**config.mk**
```make
export PLATFORM = sky130hd
export DESIGN_NAME = dir_home_ctrl
export DESIGN_NICKNAME = d
export VERILOG_FILES = /design/src/rtl/dir_pkg.sv /design/src/rtl/dir_data_ram.sv /design/src/rtl/dir_popcnt.sv /design/src/rtl/dir_pick_first.sv /design/src/rtl/dir_home_ctrl.sv
export SDC_FILE = /design/constraint.sdc
export NUM_CORES = 1
export LEC_CHECK = 0
export BUFFER_PORTS_ARGS = -buffer_cell sky130_fd_sc_hd__buf_4
export CAP_MARGIN = 15
export CORE_AREA = 2 2 238 240
export CTS_CLUSTER_SIZE = 28
export DETAILED_ROUTE_END_ITERATION = 12
export DIE_AREA = 0 0 240 242
export GPL_TIMING_DRIVEN = 0
export PLACE_DENSITY = 0.76
export SLEW_MARGIN = 20
export SYNTH_ARGS = -nofsm -noshare
export SYNTH_HDL_FRONTEND = slang
export SYNTH_SLANG_ARGS = --single-unit
```
**constraint.sdc**
```tcl
create_clock -name clk -period 4.57 [get_ports clk]
set_input_delay 0 -clock clk [delete_from_list [all_inputs] [get_ports clk]]
set_output_delay 0 -clock clk [all_outputs]
set_load 0.03 [all_outputs]
```
**src/rtl/dir_pkg.sv**
```systemverilog
package dir_pkg;
  typedef enum logic [1:0] {LN_UNC = 2'd0, LN_SHR = 2'd1, LN_MOD = 2'd2} line_st_e;
  typedef enum logic [1:0] {RQ_READ = 2'd0, RQ_READX = 2'd1, RQ_WBACK = 2'd2} req_kind_e;
  typedef enum logic {RS_INV_ACK = 1'b0, RS_OWN_DATA = 1'b1} rsp_kind_e;
  typedef enum logic [2:0] {
    MS_DATA_SH  = 3'd0,
    MS_DATA_EX  = 3'd1,
    MS_FWD_READ = 3'd2,
    MS_RECALL   = 3'd3,
    MS_INV      = 3'd4
  } msg_kind_e;
  typedef enum logic [2:0] {HS_IDLE, HS_MEMRD, HS_INV, HS_ACKW, HS_OWNW} home_st_e;
endpackage

```
**src/rtl/dir_data_ram.sv**
```systemverilog
module dir_data_ram #(
  parameter int DW    = 32,
  parameter int DEPTH = 16,
  localparam int AW   = $clog2(DEPTH)
) (
  input  logic          clk,
  input  logic          we,
  input  logic [AW-1:0] waddr,
  input  logic [DW-1:0] wdata,
  input  logic [AW-1:0] raddr,
  output logic [DW-1:0] rdata
);
  logic [DW-1:0] mem [DEPTH];

  initial begin
    for (int k = 0; k < DEPTH; k++) mem[k] = '0;
  end

  always_ff @(posedge clk) begin
    if (we) mem[waddr] <= wdata;
    rdata <= mem[raddr];
  end
endmodule

```
**src/rtl/dir_popcnt.sv**
```systemverilog
module dir_popcnt #(
  parameter int N  = 4,
  localparam int NW = $clog2(N + 1)
) (
  input  logic [N-1:0]  vec,
  output logic [NW-1:0] cnt
);
  always_comb begin
    cnt = '0;
    for (int k = 0; k < N; k++) cnt = cnt + NW'(vec[k]);
  end
endmodule

```
**src/rtl/dir_pick_first.sv**
```systemverilog
module dir_pick_first #(
  parameter int N  = 4,
  localparam int CW = $clog2(N)
) (
  input  logic [N-1:0]  vec,
  output logic [N-1:0]  oh,
  output logic [CW-1:0] idx
);
  logic [N:0] seen;
  assign seen[0] = 1'b0;

  for (genvar g = 0; g < N; g++) begin : g_chain
    assign oh[g]       = vec[g] & ~seen[g];
    assign seen[g + 1] = seen[g] | vec[g];
  end

  always_comb begin
    idx = '0;
    for (int k = 0; k < N; k++) if (oh[k]) idx = CW'(k);
  end
endmodule

```
**src/rtl/dir_home_ctrl.sv**
```systemverilog
module dir_home_ctrl
  import dir_pkg::*;
#(
  parameter int NCORE = 4,
  parameter int NLINE = 16,
  parameter int DW    = 32,
  parameter bit FWD3  = 1'b1,
  localparam int CW   = $clog2(NCORE),
  localparam int LW   = $clog2(NLINE),
  localparam int NW   = $clog2(NCORE + 1)
) (
  input  logic          clk,
  input  logic          rst,
  input  logic          req_valid,
  input  logic [1:0]    req_kind,
  input  logic [CW-1:0] req_src,
  input  logic [LW-1:0] req_line,
  input  logic [DW-1:0] req_data,
  input  logic          rsp_valid,
  input  logic          rsp_kind,
  input  logic [CW-1:0] rsp_src,
  input  logic [DW-1:0] rsp_data,
  output logic          msg_valid,
  output logic [2:0]    msg_kind,
  output logic [CW-1:0] msg_dst,
  output logic [CW-1:0] msg_req,
  output logic [LW-1:0] msg_line,
  output logic [DW-1:0] msg_data,
  output logic          nack_valid,
  output logic [CW-1:0] nack_dst,
  output logic [LW-1:0] nack_line
);
  localparam logic [NCORE-1:0] ONE = NCORE'(1);

  line_st_e         dir_st  [NLINE];
  logic [NCORE-1:0] dir_shr [NLINE];
  logic [CW-1:0]    dir_own [NLINE];

  home_st_e         state_q;
  logic [LW-1:0]    line_q;
  logic [CW-1:0]    req_q;
  logic [CW-1:0]    own_q;
  logic             xcl_q;
  logic [NCORE-1:0] pend_q;
  logic [NW-1:0]    cnt_q;

  line_st_e         cur_st;
  logic [NCORE-1:0] cur_shr;
  logic [CW-1:0]    cur_own;
  logic [NCORE-1:0] src_oh;
  logic [NCORE-1:0] others;
  logic [NW-1:0]    others_cnt;
  logic [NW-1:0]    pend_cnt;
  logic [NCORE-1:0] pick_oh;
  logic [CW-1:0]    pick_idx;
  logic             ack_in;
  logic             own_in;
  logic             race_wb;
  logic             dirty_else;
  logic             wb_ok;
  logic             ram_we;
  logic [LW-1:0]    ram_waddr;
  logic [DW-1:0]    ram_wdata;
  logic [LW-1:0]    ram_raddr;
  logic [DW-1:0]    ram_q;
  logic [DW-1:0]    own_val;

  assign cur_st     = dir_st[req_line];
  assign cur_shr    = dir_shr[req_line];
  assign cur_own    = dir_own[req_line];
  assign src_oh     = ONE << req_src;
  assign others     = (cur_st == LN_SHR) ? (cur_shr & ~src_oh) : '0;
  assign dirty_else = (cur_st == LN_MOD) && (cur_own != req_src);
  assign wb_ok      = (cur_st == LN_MOD) && (cur_own == req_src);
  assign ack_in     = rsp_valid && (rsp_kind == RS_INV_ACK);
  assign own_in     = rsp_valid && (rsp_kind == RS_OWN_DATA);
  assign race_wb    = (state_q == HS_OWNW) && req_valid && (req_kind == RQ_WBACK) &&
                      (req_src == own_q) && (req_line == line_q);
  assign own_val    = race_wb ? req_data : rsp_data;

  dir_popcnt #(.N(NCORE)) u_cnt_others (.vec(others), .cnt(others_cnt));
  dir_popcnt #(.N(NCORE)) u_cnt_pend   (.vec(pend_q), .cnt(pend_cnt));
  dir_pick_first #(.N(NCORE)) u_pick (.vec(pend_q), .oh(pick_oh), .idx(pick_idx));

  always_comb begin
    ram_we    = 1'b0;
    ram_waddr = line_q;
    ram_wdata = own_val;
    if (state_q == HS_IDLE) begin
      ram_waddr = req_line;
      ram_wdata = req_data;
      ram_we    = req_valid && (req_kind == RQ_WBACK) && wb_ok;
    end else if (state_q == HS_OWNW) begin
      ram_we = own_in || race_wb;
    end
  end

  assign ram_raddr = (state_q == HS_IDLE) ? req_line : line_q;

  dir_data_ram #(.DW(DW), .DEPTH(NLINE)) u_ram (
    .clk   (clk),
    .we    (ram_we),
    .waddr (ram_waddr),
    .wdata (ram_wdata),
    .raddr (ram_raddr),
    .rdata (ram_q)
  );

  always_ff @(posedge clk) begin
    if (rst) begin
      state_q    <= HS_IDLE;
      line_q     <= '0;
      req_q      <= '0;
      own_q      <= '0;
      xcl_q      <= 1'b0;
      pend_q     <= '0;
      cnt_q      <= '0;
      msg_valid  <= 1'b0;
      msg_kind   <= MS_DATA_SH;
      msg_dst    <= '0;
      msg_req    <= '0;
      msg_line   <= '0;
      msg_data   <= '0;
      nack_valid <= 1'b0;
      nack_dst   <= '0;
      nack_line  <= '0;
      for (int k = 0; k < NLINE; k++) begin
        dir_st[k]  <= LN_UNC;
        dir_shr[k] <= '0;
        dir_own[k] <= '0;
      end
    end else begin
      msg_valid  <= 1'b0;
      nack_valid <= 1'b0;
      if (req_valid && (state_q != HS_IDLE) && !race_wb) begin
        nack_valid <= 1'b1;
        nack_dst   <= req_src;
        nack_line  <= req_line;
      end
      case (state_q)
        HS_IDLE: begin
          if (req_valid) begin
            line_q <= req_line;
            req_q  <= req_src;
            if (req_kind == RQ_READ) begin
              xcl_q <= 1'b0;
              if (dirty_else) begin
                own_q     <= cur_own;
                msg_valid <= 1'b1;
                msg_kind  <= FWD3 ? MS_FWD_READ : MS_RECALL;
                msg_dst   <= cur_own;
                msg_req   <= req_src;
                msg_line  <= req_line;
                msg_data  <= '0;
                state_q   <= HS_OWNW;
              end else begin
                dir_st[req_line]  <= LN_SHR;
                dir_shr[req_line] <= ((cur_st == LN_MOD) ? '0 : cur_shr) | src_oh;
                state_q           <= HS_MEMRD;
              end
            end else if (req_kind == RQ_READX) begin
              xcl_q <= 1'b1;
              if (dirty_else) begin
                own_q     <= cur_own;
                cnt_q     <= '0;
                msg_valid <= 1'b1;
                msg_kind  <= MS_RECALL;
                msg_dst   <= cur_own;
                msg_req   <= req_src;
                msg_line  <= req_line;
                msg_data  <= '0;
                state_q   <= HS_OWNW;
              end else begin
                dir_st[req_line]  <= LN_MOD;
                dir_shr[req_line] <= '0;
                dir_own[req_line] <= req_src;
                pend_q            <= others;
                cnt_q             <= others_cnt;
                state_q           <= (others_cnt == '0) ? HS_MEMRD : HS_INV;
              end
            end else if (req_kind == RQ_WBACK && wb_ok) begin
              dir_st[req_line]  <= LN_UNC;
              dir_shr[req_line] <= '0;
              dir_own[req_line] <= '0;
            end
          end
        end
        HS_MEMRD: begin
          msg_valid <= 1'b1;
          msg_kind  <= xcl_q ? MS_DATA_EX : MS_DATA_SH;
          msg_dst   <= req_q;
          msg_req   <= req_q;
          msg_line  <= line_q;
          msg_data  <= ram_q;
          state_q   <= HS_IDLE;
        end
        HS_INV: begin
          msg_valid <= 1'b1;
          msg_kind  <= MS_INV;
          msg_dst   <= pick_idx;
          msg_req   <= req_q;
          msg_line  <= line_q;
          msg_data  <= '0;
          pend_q    <= pend_q & ~pick_oh;
          if (ack_in) cnt_q <= cnt_q - NW'(1);
          if ((pend_q & ~pick_oh) == '0) state_q <= HS_ACKW;
        end
        HS_ACKW: begin
          if (cnt_q == '0) state_q <= HS_MEMRD;
          else if (ack_in) cnt_q <= cnt_q - NW'(1);
        end
        HS_OWNW: begin
          if (own_in || race_wb) begin
            state_q <= HS_IDLE;
            if (xcl_q) begin
              msg_valid       <= 1'b1;
              msg_kind        <= MS_DATA_EX;
              msg_dst         <= req_q;
              msg_req         <= req_q;
              msg_line        <= line_q;
              msg_data        <= own_val;
              dir_st[line_q]  <= LN_MOD;
              dir_shr[line_q] <= '0;
              dir_own[line_q] <= req_q;
            end else if (race_wb || !FWD3) begin
              msg_valid       <= 1'b1;
              msg_kind        <= MS_DATA_SH;
              msg_dst         <= req_q;
              msg_req         <= req_q;
              msg_line        <= line_q;
              msg_data        <= own_val;
              dir_st[line_q]  <= LN_SHR;
              dir_shr[line_q] <= ONE << req_q;
              dir_own[line_q] <= '0;
            end else begin
              dir_st[line_q]  <= LN_SHR;
              dir_shr[line_q] <= (ONE << req_q) | (ONE << own_q);
              dir_own[line_q] <= '0;
            end
          end
        end
        default: state_q <= HS_IDLE;
      endcase
    end
  end

  p_fwd_not_self_r3: assert property (@(posedge clk) disable iff (rst)
    (msg_valid && (msg_kind == MS_FWD_READ || msg_kind == MS_RECALL)) |-> (msg_dst != msg_req));

  p_own_data_expected_r3: assert property (@(posedge clk) disable iff (rst)
    own_in |-> (state_q == HS_OWNW && rsp_src == own_q));

  p_inv_not_req_r5: assert property (@(posedge clk) disable iff (rst)
    (msg_valid && msg_kind == MS_INV) |-> (msg_dst != req_q));

  p_pend_bound_r5: assert property (@(posedge clk) disable iff (rst)
    (state_q == HS_INV) |-> (pend_cnt <= cnt_q));

  p_no_ack_underflow_r6: assert property (@(posedge clk) disable iff (rst)
    (ack_in && (state_q == HS_INV || state_q == HS_ACKW)) |-> (cnt_q != '0));

  p_ex_fill_after_acks_r6: assert property (@(posedge clk) disable iff (rst)
    (msg_valid && msg_kind == MS_DATA_EX) |-> (cnt_q == '0));

  p_nack_only_busy_r11: assert property (@(posedge clk) disable iff (rst)
    nack_valid |-> ($past(state_q) != HS_IDLE));
endmodule

```
======== Word level (Yosys, flattened, before mapping) ========
Memory sizes are Yosys's and may differ from the RTL's. A register that Yosys moved wholly into a read port is not among the register bits.
Index checks and enable logic that the tools add are counted.
cells by class
  add/sub/neg operators ................... 4
  eq/ne operators ......................... 24
  shift-type cells ........................ 3
  mux-type cells .......................... 153
  bitwise logic cells ..................... 26
  reductions and logical operators ........ 41
operator list
  kind                                             number
  two-way mux 32 bit                               9
  one-hot mux 32 bit (4 select lines)              1
  two-way mux 4 bit                                26
  two-way mux 3 bit                                22
  two-way mux 1 bit                                59
  two-way mux 2 bit                                28
  AND reduction 5 bit                              5
  one-hot mux 3 bit (4 select lines)               2
  logical AND 1 bit                                13
  OR 1 bit                                         13
  inequality test 2 bit, second input constant     6
  one-hot mux 4 bit (3 select lines)               1
  << shifter 1 x 2 -> 4 bit, first input constant  3
  OR reduction 2 bit                               5
  zero test 3 bit                                  3
  inequality test 3 bit, second input constant     3
  one-hot mux 3 bit (3 select lines)               1
  nonzero test 3 bit                               3
  bitwise AND 4 bit                                2
  inverter 4 bit                                   2
  OR 4 bit                                         2
  one-hot mux 2 bit (4 select lines)               1
  one-hot mux 4 bit (2 select lines)               1
  OR reduction 4 bit                               2
  other kinds (26)                                 38
word-level totals
  flip-flop bits (word level) ............. 70
  RAM bits ................................ 640
  bits of input ports ..................... 79
  output and inout bits ................... 51
  word-level logic and storage cells ...... 271
  memories ................................ 4
memories
  memory     depth  bits a word  rd ports  clocked after memory_dff  write ports  line                 text
  u_ram.mem  16     32           1         1                         1            dir_data_ram.sv:13   logic [DW-1:0] mem [DEPTH];
  dir_shr    16     4            1         0                         16           dir_home_ctrl.sv:36  logic [NCORE-1:0] dir_shr [NLINE];
  dir_own    16     2            1         0                         16           dir_home_ctrl.sv:37  logic [CW-1:0] dir_own [NLINE];
  dir_st     16     2            1         0                         16           dir_home_ctrl.sv:35  line_st_e dir_st [NLINE];

======== Longest topological paths before layout ========
  depth in word-level cells ............... 15
  gate-level depth with buffers ........... 17
  mapped depth without buffers ............ 13

======== Modules after synthesis ========
From an unflattened synthesis, not the netlist that was laid out.
unflattened totals
  cells, all modules ...................... 1892
  area total of the unflattened synthesis .. 30350.4 µm²
modules (own cells, without submodules)
  module          instances  cells an instance  area each (µm²)  sequential area each (µm²)
  dir_data_ram    1          838                19835.3          16015.4
  dir_home_ctrl   1          1037               10387.5          5245.0
  dir_pick_first  1          9                  63.8             0.0
  dir_popcnt      1          8                  63.8             0.0

======== Least setup slack after synthesis ========
No wires, ideal clock.
  path kind ............................... register -> register
  from .................................... mem dir_st[15][0] (netlist name)
  to ...................................... mem u_ram.mem[12][0] (enable)
  setup time .............................. 0.468 ns
  arrival ................................. 4.383 ns
  required time ........................... 4.102 ns
  path slack .............................. -0.281 ns
  stages on the path, launching flop included .. 9
  buffers on the path ..................... 0
  clock period less this slack ............ 4.851 ns
  cell sequence ........................... edfxtp_1 -> nand2b_1 -> mux4_2 -> o22ai_2 -> nor2b_2 -> a2111oi_0 -> nor2_1 -> nor3_1 -> nor3b_1
on the way
  word-level cells in the longest chain between the ends .. 7
RTL lines
  what                                     line                 text
  start, declared                          dir_home_ctrl.sv:35
  memory read (16 x 2 bit)                 -
  == test 2 bit                            dir_home_ctrl.sv:74  assign wb_ok = (cur_st == LN_MOD) && (cur_own == req_src);
  logical AND 1 bit                        dir_home_ctrl.sv:74
  logical AND 1 bit                        dir_home_ctrl.sv:92  ram_we = req_valid && (req_kind == RQ_WBACK) && wb_ok;
  two-way mux 1 bit                        dir_home_ctrl.sv:89  if (state_q == HS_IDLE) begin
  two-way mux 1 bit                        dir_data_ram.sv:20   if (we) mem[waddr] <= wdata;
  two-way mux 1 bit (implied by the code)  dir_data_ram.sv:20
  end, declared                            dir_data_ram.sv:13
No other way between the ends.

======== Final worst setup path ========
  from .................................... reg state_q[0]
  to ...................................... mem u_ram.mem[4][11] (enable)
on the way
  word-level cells in the longest chain between the ends .. 10
  elaborated cells on any way between the ends .. 12
  classes of those cells .................. eq/ne (1); mux (5); reduce/logical (6)
RTL lines
  what                                     line                                      text
  start, declared                          dir_home_ctrl.sv:39                       home_st_e state_q;
  start signal, assigned                   dir_home_ctrl.sv:179                      state_q <= (others_cnt == '0) ? HS_MEMRD : HS_INV;
  == test 3 bit                            dir_home_ctrl.sv:77, dir_home_ctrl.sv:93
  logical AND 1 bit (3 in series)          dir_home_ctrl.sv:77                       assign race_wb = (state_q == HS_OWNW) && req_valid && (req_kind == RQ_WBACK) &&
  logical AND 1 bit                        dir_home_ctrl.sv:78                       (req_src == own_q) && (req_line == line_q);
  logical OR 1 bit                         dir_home_ctrl.sv:94                       ram_we = own_in || race_wb;
  two-way mux 1 bit                        dir_home_ctrl.sv:93                       end else if (state_q == HS_OWNW) begin
  two-way mux 1 bit                        dir_home_ctrl.sv:89
  two-way mux 1 bit                        dir_data_ram.sv:20
  two-way mux 1 bit (implied by the code)  dir_data_ram.sv:20
Parallel ways exist; a longest one is shown, timed or not.

==> impl_results.md <==
* Slew Viols, Final at 0
* Critical Path Sink Type: flip-flop
* R2R setup slack at 0.13 ns
* Status: complete, no violations
* YS warnings at 0
* Initial antenna violation count at 4
* Fraction of layout cells with a size suffix above 1 at 0.233
* Cts bufs inserted at 76
* Syn Nets at 2103
* Wire length per cell at 26.3 um
* Routed Antenna Nets at 0
* Reg2Reg Depth at 12
* Final routed DRC violation total at 0
* List of most frequent post-synthesis cells: 640 x edfxtp_1, 241 x nand2_1, 194 x nor2_1, 153 x mux4_2
* Number of synthesized flops with an enable pin at 640
* Gr ovfl total at 0
* Worst R2R End: u_ram.mem[4][11]
* GR Layer Usage met1 at 0.401
* CP required at 4.91 ns
* Die width at 240 um
* CP Max Fanout at 10
* Worst Max-Slew Pin Slew at 1.15 ns
* Placed Area at 33400 sq um
* Cells after Synth at 2019
* Share of the yosys chip area belonging to registers at 0.688
* Total of max-cap violations at 0
* P per Cell Area at 558 nW/um^2
* 1st-iter DRT viols at 2651
* CP Launch Type: flip-flop
* Met3 GRT Util at 0.0673
* Hold Path Class: in2reg
* GRT busiest layer: met2
* Worst setup startpoint: state_q[0]
* Worst Skew at 0.0233 ns
* Syn Std Cell Area at 30900 sq um
* RePlAce Congestion at 0.905
* Critical R2R Launch: state_q[0]
* Chip height at 242 um
* Peak Freq at 0.225 GHz
* Clock sink count at 742
* Port-buffer cells at 124
* Async set-reset flop share out of synthesis at 0
* Pre-CTS WS at -0.0114 ns
* Max-slew headroom at 0.224
* Post-CTS Setup Bufs at 0
* Multi-input combinational cell area at 9070 sq um
* RSZ-0062 raised after global routing: no
* Worst-path clk slew at 0.06 ns
* Worst IR drop on VDD at 395 uV
* First-pass GRT wire length at 125000 um
* Final WS setup at 0.133 ns
* Root Driver: clkbuf_16
* Mean Syn Cell Area at 15.3 sq um
* Critical path class: reg2reg
* Worst skew pair latency at 0.63 ns
* Worst Hold Launch: req_src[1]
* Cell row count at 87
* Yosys reg bits at 742
* Synth area leaders: edfxtp_1 62%, mux4_2 11%, dfxtp_1 6.6%
* Tcrit/Tclk final at 0.971
* Estimated wirelength of the detail-placed design at 55200 um
* Drt first pass iters at 6
* Total wire length at 83900 um
* Final Hold Fails at 0
* Initial Utilization at 0.555
* Largest net degree at the start of global routing at 21
* Post-synth top area share at 0.621
* Total number of vias at 20100
* Global-route usage over all layers at 0.292
* Clk buf depth at 3
* Nets at 2449
* Final worst path period need at 4.44 ns
* TritonCTS clock tree: yes
* Final setup vio count at 0
* Post-synth top flop: edfxtp_1
* Die ar. at 58100 sq um
* Critical Path Sink: u_ram.mem[4][11]
* Most common cell in the netlist: edfxtp_1
* Fillcell total at 3663
* Number of global-route vias before repair at 20400
* Total power at 20.6 mW
* I/O Pins at 130
* Register area at 21300 sq um
* Layout area overhead at 19.6%
* Critical path data arrival time at 4.78 ns
* Synth cell types at 75
* Finished Cell Area at 37000 sq um
* H-Tree Depth at 3
* Vias per Instance at 6.30
* Final setup TNS at 0 ns
* Leakage power at 12.7 nW
* Met2 Track Usage GR at 0.453
* Top cell type by total area after synthesis: edfxtp_1
* Core ar. at 55700 sq um
==> placed cells by master (no fill, tap or decap), types with 10 or more instances in the layout <==
master,instances
a211oi_1,72
a21oi_1,102
a31oi_1,36
and2_1,36
buf_1,11
buf_2,36
buf_4,150
buf_6,19
clkbuf_1,94
clkbuf_16,79
clkbuf_8,12
clkinv_1,10
dfxtp_1,102
dlygate4sd3_1,102
edfxtp_1,640
inv_1,11
mux2_2,32
mux2i_1,22
mux4_2,153
nand2_1,241
nand2b_1,26
nand3_1,16
nor2_1,192
nor2b_1,14
nor3_1,19
o21ai_0,21
==> metal layers <==
metal  vias up  routed length (um)
li1       8492                   -
met1     10100               32400
met2      1301               39400
met3       185                9080
met4         0                3060
met5         -                   0
==> worst max-delay path, cell delays in order, from the launching register on <==
cell	delay [ns]
dfxtp_1	0.38
or3_1	0.36
clkbuf_1	0.19
nand2_1	0.14
nand2_1	0.19
buf_2	0.27
buf_2	0.29
buf_1	0.45
nor3_1	0.61
nor3b_4	0.64
buf_6	0.23
buf_4	0.21
buf_6	0.17
==> through the flow <==
step	utilization	hold WS, ns	cells
global route	0.664	0.0780	3184
CTS	0.663	0.00229	3183
floorplan	-	0.211	2019
detailed placement	0.599	0.406	2941
global placement	0.589	0.407	2899
finish	0.664	0.0533	3185
==> layout make-up <==
type	instances	area share
sequential	742	0.575
multi-input combinational	1130	0.245
timing repair buffer	269	0.0670
clock buffer	114	0.0604
tap	756	0.0256
buffer	133	0.0166
clock inverter	27	0.00913
inverter	13	0.00132
antenna	1	0.0000676
==> logic make-up (layout without fill, tap and decap cells) <==
family,Yosys count,after routing,share of synthesized area
AND/OR/NAND/NOR,601,601,0.0866
flip-flops,742,742,0.688
adder cells (fa/ha/maj),6,6,0.00259
other,0,1,0
multiplexers,208,208,0.131
XOR/XNOR,8,8,0.00227
AO/OA/AOI/OAI,307,307,0.0690
buffers and inverters,147,556,0.0215
==> repair_timing <==
item	CTS	global route
gates resized for setup	0	4
hold buffers	102	0
endpoints found under the setup margin	29	29
hold endpoints to repair	567	0
cloned	0	0
==> power breakdown <==
| part | switching [mW] | internal (mW) | leakage [nW] |
|---|---|---|---|
| registers | 0.202 | 8.27 | 6.77 |
| logic | 3.75 | 2.10 | 4.69 |
| clock network | 2.62 | 3.70 | 1.25 |
==> registers in the layout, summed over array words and instances, names as in the netlist, 32 cells and up <==
register / cells
dir_shr: 64
dir_own: 32
u_ram.mem: 512
u_ram.rdata: 32
dir_st: 32
msg_data: 32
==> worst min path at each step <==
| stage | end | slack, ns | cells past startpoint |
|---|---|---|---|
| 2_1_floorplan | xcl_q | 0.21 | 2 |
| 3_3_place_gp | xcl_q | 0.41 | 3 |
| 3_5_place_dp | xcl_q | 0.41 | 3 |
| 4_1_cts | req_q[0] | 0.002 | 4 |
| 5_1_grt | req_q[0] | 0.08 | 4 |
| 6_report | nack_dst[1] | 0.05 | 4 |
Note: power is estimated with default switching activity, not from simulation.
